[src/rtl/pair_lru8_pkg.sv]
package pair_lru8_pkg;
  localparam int WAYS   = 8;
  localparam int WAY_W  = $clog2(WAYS);
  localparam int PAIRS  = WAYS / 2;
  localparam int PAIR_W = $clog2(PAIRS);
  localparam int MAT_BITS = PAIRS * (PAIRS - 1) / 2;
  localparam int MAT_IDX_W = (MAT_BITS > 1) ? $clog2(MAT_BITS) : 1;

  typedef struct packed {
    logic             touch;
    logic [WAY_W-1:0] way;
  } touch_strobe_t;
endpackage

[src/rtl/pair_lru8_ctrl.sv]
module pair_lru8_ctrl
  import pair_lru8_pkg::*;
(
  input  logic             hitValid,
  input  logic [WAY_W-1:0] hitWay,
  input  logic             missReq,
  input  logic [WAY_W-1:0] chosenWay,
  output touch_strobe_t    strobe,
  output logic             victimValid
);
  // A hit has priority over a simultaneous miss request.
  logic takeMiss;

  always_comb begin
    takeMiss     = missReq & ~hitValid;
    victimValid  = takeMiss;
    strobe.touch = hitValid | takeMiss;
    strobe.way   = hitValid ? hitWay : chosenWay;
  end
endmodule

[src/rtl/pair_lru8_state.sv]
module pair_lru8_state
  import pair_lru8_pkg::*;
#(
  parameter int NUM_SETS = 16,
  localparam int SET_W = (NUM_SETS > 1) ? $clog2(NUM_SETS) : 1
) (
  input  logic             clk,
  input  logic             rstN,
  input  logic [SET_W-1:0] setIdx,
  input  touch_strobe_t    strobe,
  output logic [WAY_W-1:0] chosenWay
);
  logic [MAT_BITS-1:0] orderMat [NUM_SETS];
  logic [PAIRS-1:0]    pairBits [NUM_SETS];

  logic [MAT_BITS-1:0] curMat, nextMat;
  logic [PAIRS-1:0]    curBits, nextBits;
  logic [PAIRS-1:0]    lruCand;
  logic [PAIR_W-1:0]   lruPair;
  logic [PAIR_W-1:0]   touchPair;

  function automatic logic [MAT_IDX_W-1:0] matIdx(input int i, input int j);
    int v;
    v = i * PAIRS - (i * (i + 1)) / 2 + (j - i - 1);
    return MAT_IDX_W'(v);
  endfunction

  assign curMat    = orderMat[setIdx];
  assign curBits   = pairBits[setIdx];
  assign touchPair = strobe.way[WAY_W-1:1];

  // Bit (i,j), i<j, set means pair i is newer than pair j.
  // The oldest pair is newer than nobody.
  always_comb begin
    for (int p = 0; p < PAIRS; p++) begin
      lruCand[p] = 1'b1;
      for (int q = 0; q < PAIRS; q++) begin
        if (q > p && curMat[matIdx(p, q)])  lruCand[p] = 1'b0;
        if (q < p && !curMat[matIdx(q, p)]) lruCand[p] = 1'b0;
      end
    end
    lruPair = '0;
    for (int p = PAIRS - 1; p >= 0; p--) begin
      if (lruCand[p]) lruPair = PAIR_W'(p);
    end
    chosenWay = {lruPair, curBits[lruPair]};
  end

  always_comb begin
    nextMat  = curMat;
    nextBits = curBits;
    for (int p = 0; p < PAIRS; p++) begin
      for (int q = 0; q < PAIRS; q++) begin
        if (q > p && int'(touchPair) == p) nextMat[matIdx(p, q)] = 1'b1;
        if (q > p && int'(touchPair) == q) nextMat[matIdx(p, q)] = 1'b0;
      end
    end
    nextBits[touchPair] = ~strobe.way[0];
  end

  always_ff @(posedge clk) begin
    if (!rstN) begin
      for (int s = 0; s < NUM_SETS; s++) begin
        orderMat[s] <= '0;
        pairBits[s] <= '0;
      end
    end else if (strobe.touch) begin
      orderMat[setIdx] <= nextMat;
      pairBits[setIdx] <= nextBits;
    end
  end

  // the matrix always names exactly one oldest pair
  a_r2_single_lru: assert property (@(posedge clk) disable iff (!rstN)
    $onehot(lruCand));

  // the pair just touched is never the next victim of that set
  a_r4_mru_not_victim: assert property (@(posedge clk) disable iff (!rstN)
    strobe.touch |=> (setIdx != $past(setIdx)) || (lruPair != $past(touchPair)));

  // even access writes 1, odd access writes 0
  a_r5_even_sets: assert property (@(posedge clk) disable iff (!rstN)
    (strobe.touch && !strobe.way[0]) |=> pairBits[$past(setIdx)][$past(touchPair)]);

  a_r5_odd_clears: assert property (@(posedge clk) disable iff (!rstN)
    (strobe.touch && strobe.way[0]) |=> !pairBits[$past(setIdx)][$past(touchPair)]);
endmodule

[src/rtl/pair_lru8_top.sv]
module pair_lru8_top
  import pair_lru8_pkg::*;
#(
  parameter int NUM_SETS = 16,
  localparam int SET_W = (NUM_SETS > 1) ? $clog2(NUM_SETS) : 1
) (
  input  logic             clk,
  input  logic             rstN,
  input  logic [SET_W-1:0] setIdx,
  input  logic             hitValid,
  input  logic [2:0]       hitWay,
  input  logic             missReq,
  output logic [2:0]       victimWay,
  output logic             victimValid
);
  touch_strobe_t    strobe;
  logic [WAY_W-1:0] chosenWay;

  pair_lru8_ctrl u_ctrl (
    .hitValid    (hitValid),
    .hitWay      (hitWay),
    .missReq     (missReq),
    .chosenWay   (chosenWay),
    .strobe      (strobe),
    .victimValid (victimValid)
  );

  pair_lru8_state #(.NUM_SETS(NUM_SETS)) u_state (
    .clk       (clk),
    .rstN      (rstN),
    .setIdx    (setIdx),
    .strobe    (strobe),
    .chosenWay (chosenWay)
  );

  assign victimWay = chosenWay;

  // no victim flagged without a miss request
  a_r10_valid_needs_miss: assert property (@(posedge clk) disable iff (!rstN)
    victimValid |-> missReq);
endmodule

[config.mk]
export PLATFORM = sky130hd
export DESIGN_NAME = pair_lru8_top
export DESIGN_NICKNAME = d
export VERILOG_FILES = /design/src/rtl/pair_lru8_pkg.sv /design/src/rtl/pair_lru8_ctrl.sv /design/src/rtl/pair_lru8_state.sv /design/src/rtl/pair_lru8_top.sv
export SDC_FILE = /design/constraint.sdc
export NUM_CORES = 1
export LEC_CHECK = 0
export ABC_CLOCK_PERIOD_IN_PS = 8700
export CAP_MARGIN = 20
export CORE_MARGIN = 4
export CORE_UTILIZATION = 30
export CTS_BUF_LIST = sky130_fd_sc_hd__clkbuf_2
export CTS_CLUSTER_SIZE = 8
export DETAILED_ROUTE_END_ITERATION = 8
export PLACE_DENSITY = 0.54
export REMOVE_ABC_BUFFERS = 1
export SETUP_SLACK_MARGIN = 0.3
export SYNTH_ARGS = -nofsm -noshare
export SYNTH_HDL_FRONTEND = slang
export SYNTH_SLANG_ARGS = --single-unit
[constraint.sdc]
create_clock -name clk -period 8.7 [get_ports clk]
set_input_delay 1.74 -clock clk [delete_from_list [all_inputs] [get_ports clk]]
set_output_delay 1.74 -clock clk [all_outputs]
set_load 0.005 [all_outputs]
==> impl_summary.log <==
INFO  metric clkSlewWorstSetupHoldPaths = 0.22 ns
INFO  metric tns = 0 ns
INFO  metric syn_inst = 519
INFO  metric clock.fmax = 149 MHz
INFO  metric synth-edff-count = 160
INFO  metric routed-via-count = 4259
INFO  metric fin_nets = 524
INFO  metric timing.reg2reg.setup_slack = 5.40 ns
INFO  metric mostFrequentLayoutCell = sky130_fd_sc_hd__edfxtp_1
INFO  metric drc = 0
INFO  metric h-tree-depth = 4
INFO  metric first_global_vias = 4367
INFO  metric critical_path.reg2reg.endpoint = u_state.orderMat[1][2]
INFO  metric fin_crit_sh = 77.3%
INFO  metric slew_viol_final = 0
INFO  metric track_usage = 13.3%
INFO  metric use_met1 = 17.8%
INFO  metric numCtsBuffers = 17
INFO  metric met3_usage = 2.55%
INFO  metric post-route-worst-setup-slack = 1.98 ns
INFO  metric synth-xor-area-share = 0%
INFO  metric maxSlewHeadroom = 36.4%
INFO  metric cp_max_fo = 23
INFO  metric dieWidth = 165 um
INFO  metric postCtsResizedCells = 0
INFO  metric initial_core_util = 30.4%
INFO  metric floorplan.rows = 57
INFO  metric status = complete, no violations
INFO  metric route.final.wire_length = 17.3 mm
INFO  metric share_of_cells_above_drive_strength_1 = 20.8%
INFO  metric fillCellCount = 2439
INFO  metric final_area = 7920 um^2
INFO  metric tightestPinTransition = 0.954 ns
INFO  metric avgRoutedWirePerCell = 20.4 um
INFO  metric total_leakage_power = 2.64 nW
INFO  metric detailedPlace.worstSlack = 1.94 ns
INFO  metric cts.path.max_buffers = 2
INFO  metric worst_setup_path_end_kind = primary output
INFO  metric arrival = 4.98 ns
INFO  metric hold_violations = 0
INFO  metric drt_first_pass_iters = 5
INFO  metric die_area = 27100 um^2
INFO  metric pin_count_of_the_biggest_net_entering_global_routing = 28
INFO  metric die_y = 165 um
INFO  metric synthesized_area_fraction_occupied_by_ao_oa_aoi_and_oai_cells = 5.98%
INFO  metric core = 24200 um^2
INFO  metric min_period = 6.72 ns
INFO  metric portion_of_netlist_area_occupied_by_mux_cells = 12.2%
INFO  metric pin_count = 15
INFO  metric io_buffers = 14
INFO  metric timing.clock.skew = 0.0326 ns
INFO  metric internal_power = 1.07 mW
INFO  metric pwr-share-seq = 60.3%
INFO  metric grt_antenna_before_repair = 1
INFO  metric setup_viol_count_final = 0
INFO  metric cts_num_sinks = 160
INFO  metric peakVddDrop = 0.0000691 V
INFO  metric grt_setup_unrepaired = false
INFO  metric netSwitchingPower = 0.401 mW
INFO  metric use_met2 = 21.6%
INFO  metric endpoint = victimWay[0]
INFO  metric power.share.clock = 26.1%
INFO  metric cts_root_buf = sky130_fd_sc_hd__clkbuf_2
INFO  metric synth_cell_types = 44
INFO  metric comb_power_share = 13.6%
INFO  metric first_drt_iteration_drcs = 570
INFO  metric synth.yosys.seq_area_share = 65.2%
INFO  metric postCtsSetupBuffers = 0
INFO  metric critical_path.reg2reg.startpoint = u_state.orderMat[8][3]
INFO  metric p_per_area = 186 nW/um^2
INFO  metric critical_path.startpoint = setIdx[0]
INFO  metric timing.max_cap.violations = 0
INFO  metric place_hpwl = 11.4 mm
INFO  metric gp_congestion = 0.812
INFO  metric globalRoute.busiestLayer = met2
INFO  metric cp_data_required_time = 6.96 ns
INFO  metric globalRouteOverflowTotal = 0
INFO  metric synthAdderAreaFrac = 0%
INFO  metric cts_tree = built
INFO  metric worstSetupStartpointType = input pin
INFO  metric synth-simple-area-share = 13.4%
INFO  metric routed_via_density = 5.00
INFO  metric clock_insertion_delay_worst_skew = 0.74 ns
INFO  metric synth.cell_area = 7370 um^2
INFO  metric swShare = 27.2%
INFO  metric leading_register_cell_type_out_of_synthesis = sky130_fd_sc_hd__edfxtp_1
INFO  metric synth-warning-count = 0
INFO  metric layout-area-overhead-vs-synth = 7.54%
INFO  metric hold_class = flip-flop to flip-flop
INFO  metric worst_r2r_path_depth = 8
INFO  metric path_class = input pin to primary output
INFO  metric post_cts_hold_buffer_count = 0
INFO  metric placed_cell_area = 7700 um^2
INFO  metric share_of_synthesized_flip_flops_with_an_asynchronous_set_or_reset = 0%
INFO  metric grt_first_pass_wirelength = 26.5 mm
INFO  metric postRouteAntennaNets = 0
INFO  metric synth-seq-cells = 160
INFO  metric dominant_combinational_cell_family_by_area_after_synthesis = simple AND/OR/NAND/NOR gates
INFO  metric min_from = u_state.pairBits[7][1]
INFO  metric final_cell_mix = 160 x sky130_fd_sc_hd__edfxtp_1, 156 x sky130_fd_sc_hd__nor2_1, 46 x sky130_fd_sc_hd__nand2_1
INFO  metric syn_avg_cell_area = 14.2 um^2
-- stage by stage --
step	hold slack (ns)	instances	utilization [%]	total power, mW
detailed placement	1.14	818	31.8	1.11
finish	1.16	851	32.7	1.47
global placement	1.12	818	31.8	1.10
CTS	1.17	849	32.6	1.48
floorplan	0.980	476	-	1.03
global route	1.22	851	32.7	1.53
-- critical path: stages --
cell	delay (ns)
sky130_fd_sc_hd__buf_2	0.27
sky130_fd_sc_hd__buf_4	0.45
sky130_fd_sc_hd__mux4_2	0.55
sky130_fd_sc_hd__a22oi_1	0.27
sky130_fd_sc_hd__nand2_1	0.20
sky130_fd_sc_hd__or3b_4	0.45
sky130_fd_sc_hd__a21oi_2	0.22
sky130_fd_sc_hd__nor2_1	0.07
sky130_fd_sc_hd__a21oi_1	0.20
sky130_fd_sc_hd__clkdlybuf4s50_1	0.53
-- synth_stat cells (2+ instances only) --
master / count / share of area [%]
sky130_fd_sc_hd__mux4_2: 40 / 12
sky130_fd_sc_hd__nand3_1: 3 / 0.20
sky130_fd_sc_hd__nand4_1: 2 / 0.17
sky130_fd_sc_hd__buf_6: 7 / 1.1
sky130_fd_sc_hd__o21ai_2: 4 / 0.48
sky130_fd_sc_hd__a22oi_1: 10 / 1.0
sky130_fd_sc_hd__nor2_1: 156 / 7.9
sky130_fd_sc_hd__nor3_1: 2 / 0.14
sky130_fd_sc_hd__a22o_1: 5 / 0.59
sky130_fd_sc_hd__nand2_1: 46 / 2.3
sky130_fd_sc_hd__and3_1: 2 / 0.17
sky130_fd_sc_hd__buf_2: 10 / 0.68
sky130_fd_sc_hd__a221oi_2: 2 / 0.41
sky130_fd_sc_hd__nor2b_1: 3 / 0.25
sky130_fd_sc_hd__a21oi_1: 2 / 0.14
sky130_fd_sc_hd__a2bb2oi_4: 2 / 0.71
sky130_fd_sc_hd__nor2_2: 12 / 1.0
sky130_fd_sc_hd__a21oi_2: 2 / 0.24
sky130_fd_sc_hd__buf_1: 2 / 0.10
sky130_fd_sc_hd__clkbuf_1: 23 / 1.2
sky130_fd_sc_hd__edfxtp_1: 160 / 65
sky130_fd_sc_hd__nand2b_1: 2 / 0.17
-- cells by family after synthesis --
logic type | Yosys count
AOI/OAI and AO/OA | 39
buffers and inverters | 44
DFF | 160
muxes | 40
and+or+nand+nor | 236
-- state kept, by name, indices dropped and copies added (netlist names) --
signal / count
u_state.pairBits: 64
u_state.orderMat: 96
-- per-layer routing --
metal | routed length [um] | vias up
met3 | 985 | 22
met5 | 0 | -
met1 | 7370 | 2197
met4 | 444 | 0
li1 | - | 1895
met2 | 8540 | 145
-- power groups by stage --
stage | Combinational, mW | Clock (mW) | Sequential (mW)
after floorplan | 0.125 | 0 | 0.902
after global placement | 0.199 | 0 | 0.905
after detailed placement | 0.201 | 0 | 0.907
after CTS | 0.202 | 0.391 | 0.890
after global routing | 0.215 | 0.425 | 0.892
final | 0.201 | 0.384 | 0.889
-- layout make-up --
type | instances | area, um^2 | area share (%)
Tap cell | 324 | 405 | 5.12
Antenna cell | 2 | 5.00 | 0.0632
Clock buffer | 19 | 95.1 | 1.20
Sequential cell | 160 | 4800 | 60.7
Timing Repair Buffer | 18 | 160 | 2.02
Multi-Input combinational cell | 315 | 2330 | 29.4
Inverter | 1 | 3.75 | 0.0474
Clock inverter | 12 | 120 | 1.52
-- how the worst min path moves through the flow --
stage                     slack [ns]  depth (start not counted)                      end
final                           1.16                          5   u_state.pairBits[8][1]
after global routing            1.22                          5  u_state.pairBits[11][1]
after CTS                       1.17                          5   u_state.pairBits[8][1]
after detailed placement        1.14                          5   u_state.pairBits[5][1]
after global placement          1.12                          5  u_state.pairBits[14][1]
after floorplan                 0.98                          5   u_state.pairBits[0][1]
Note: power is estimated with default switching activity, not from simulation.
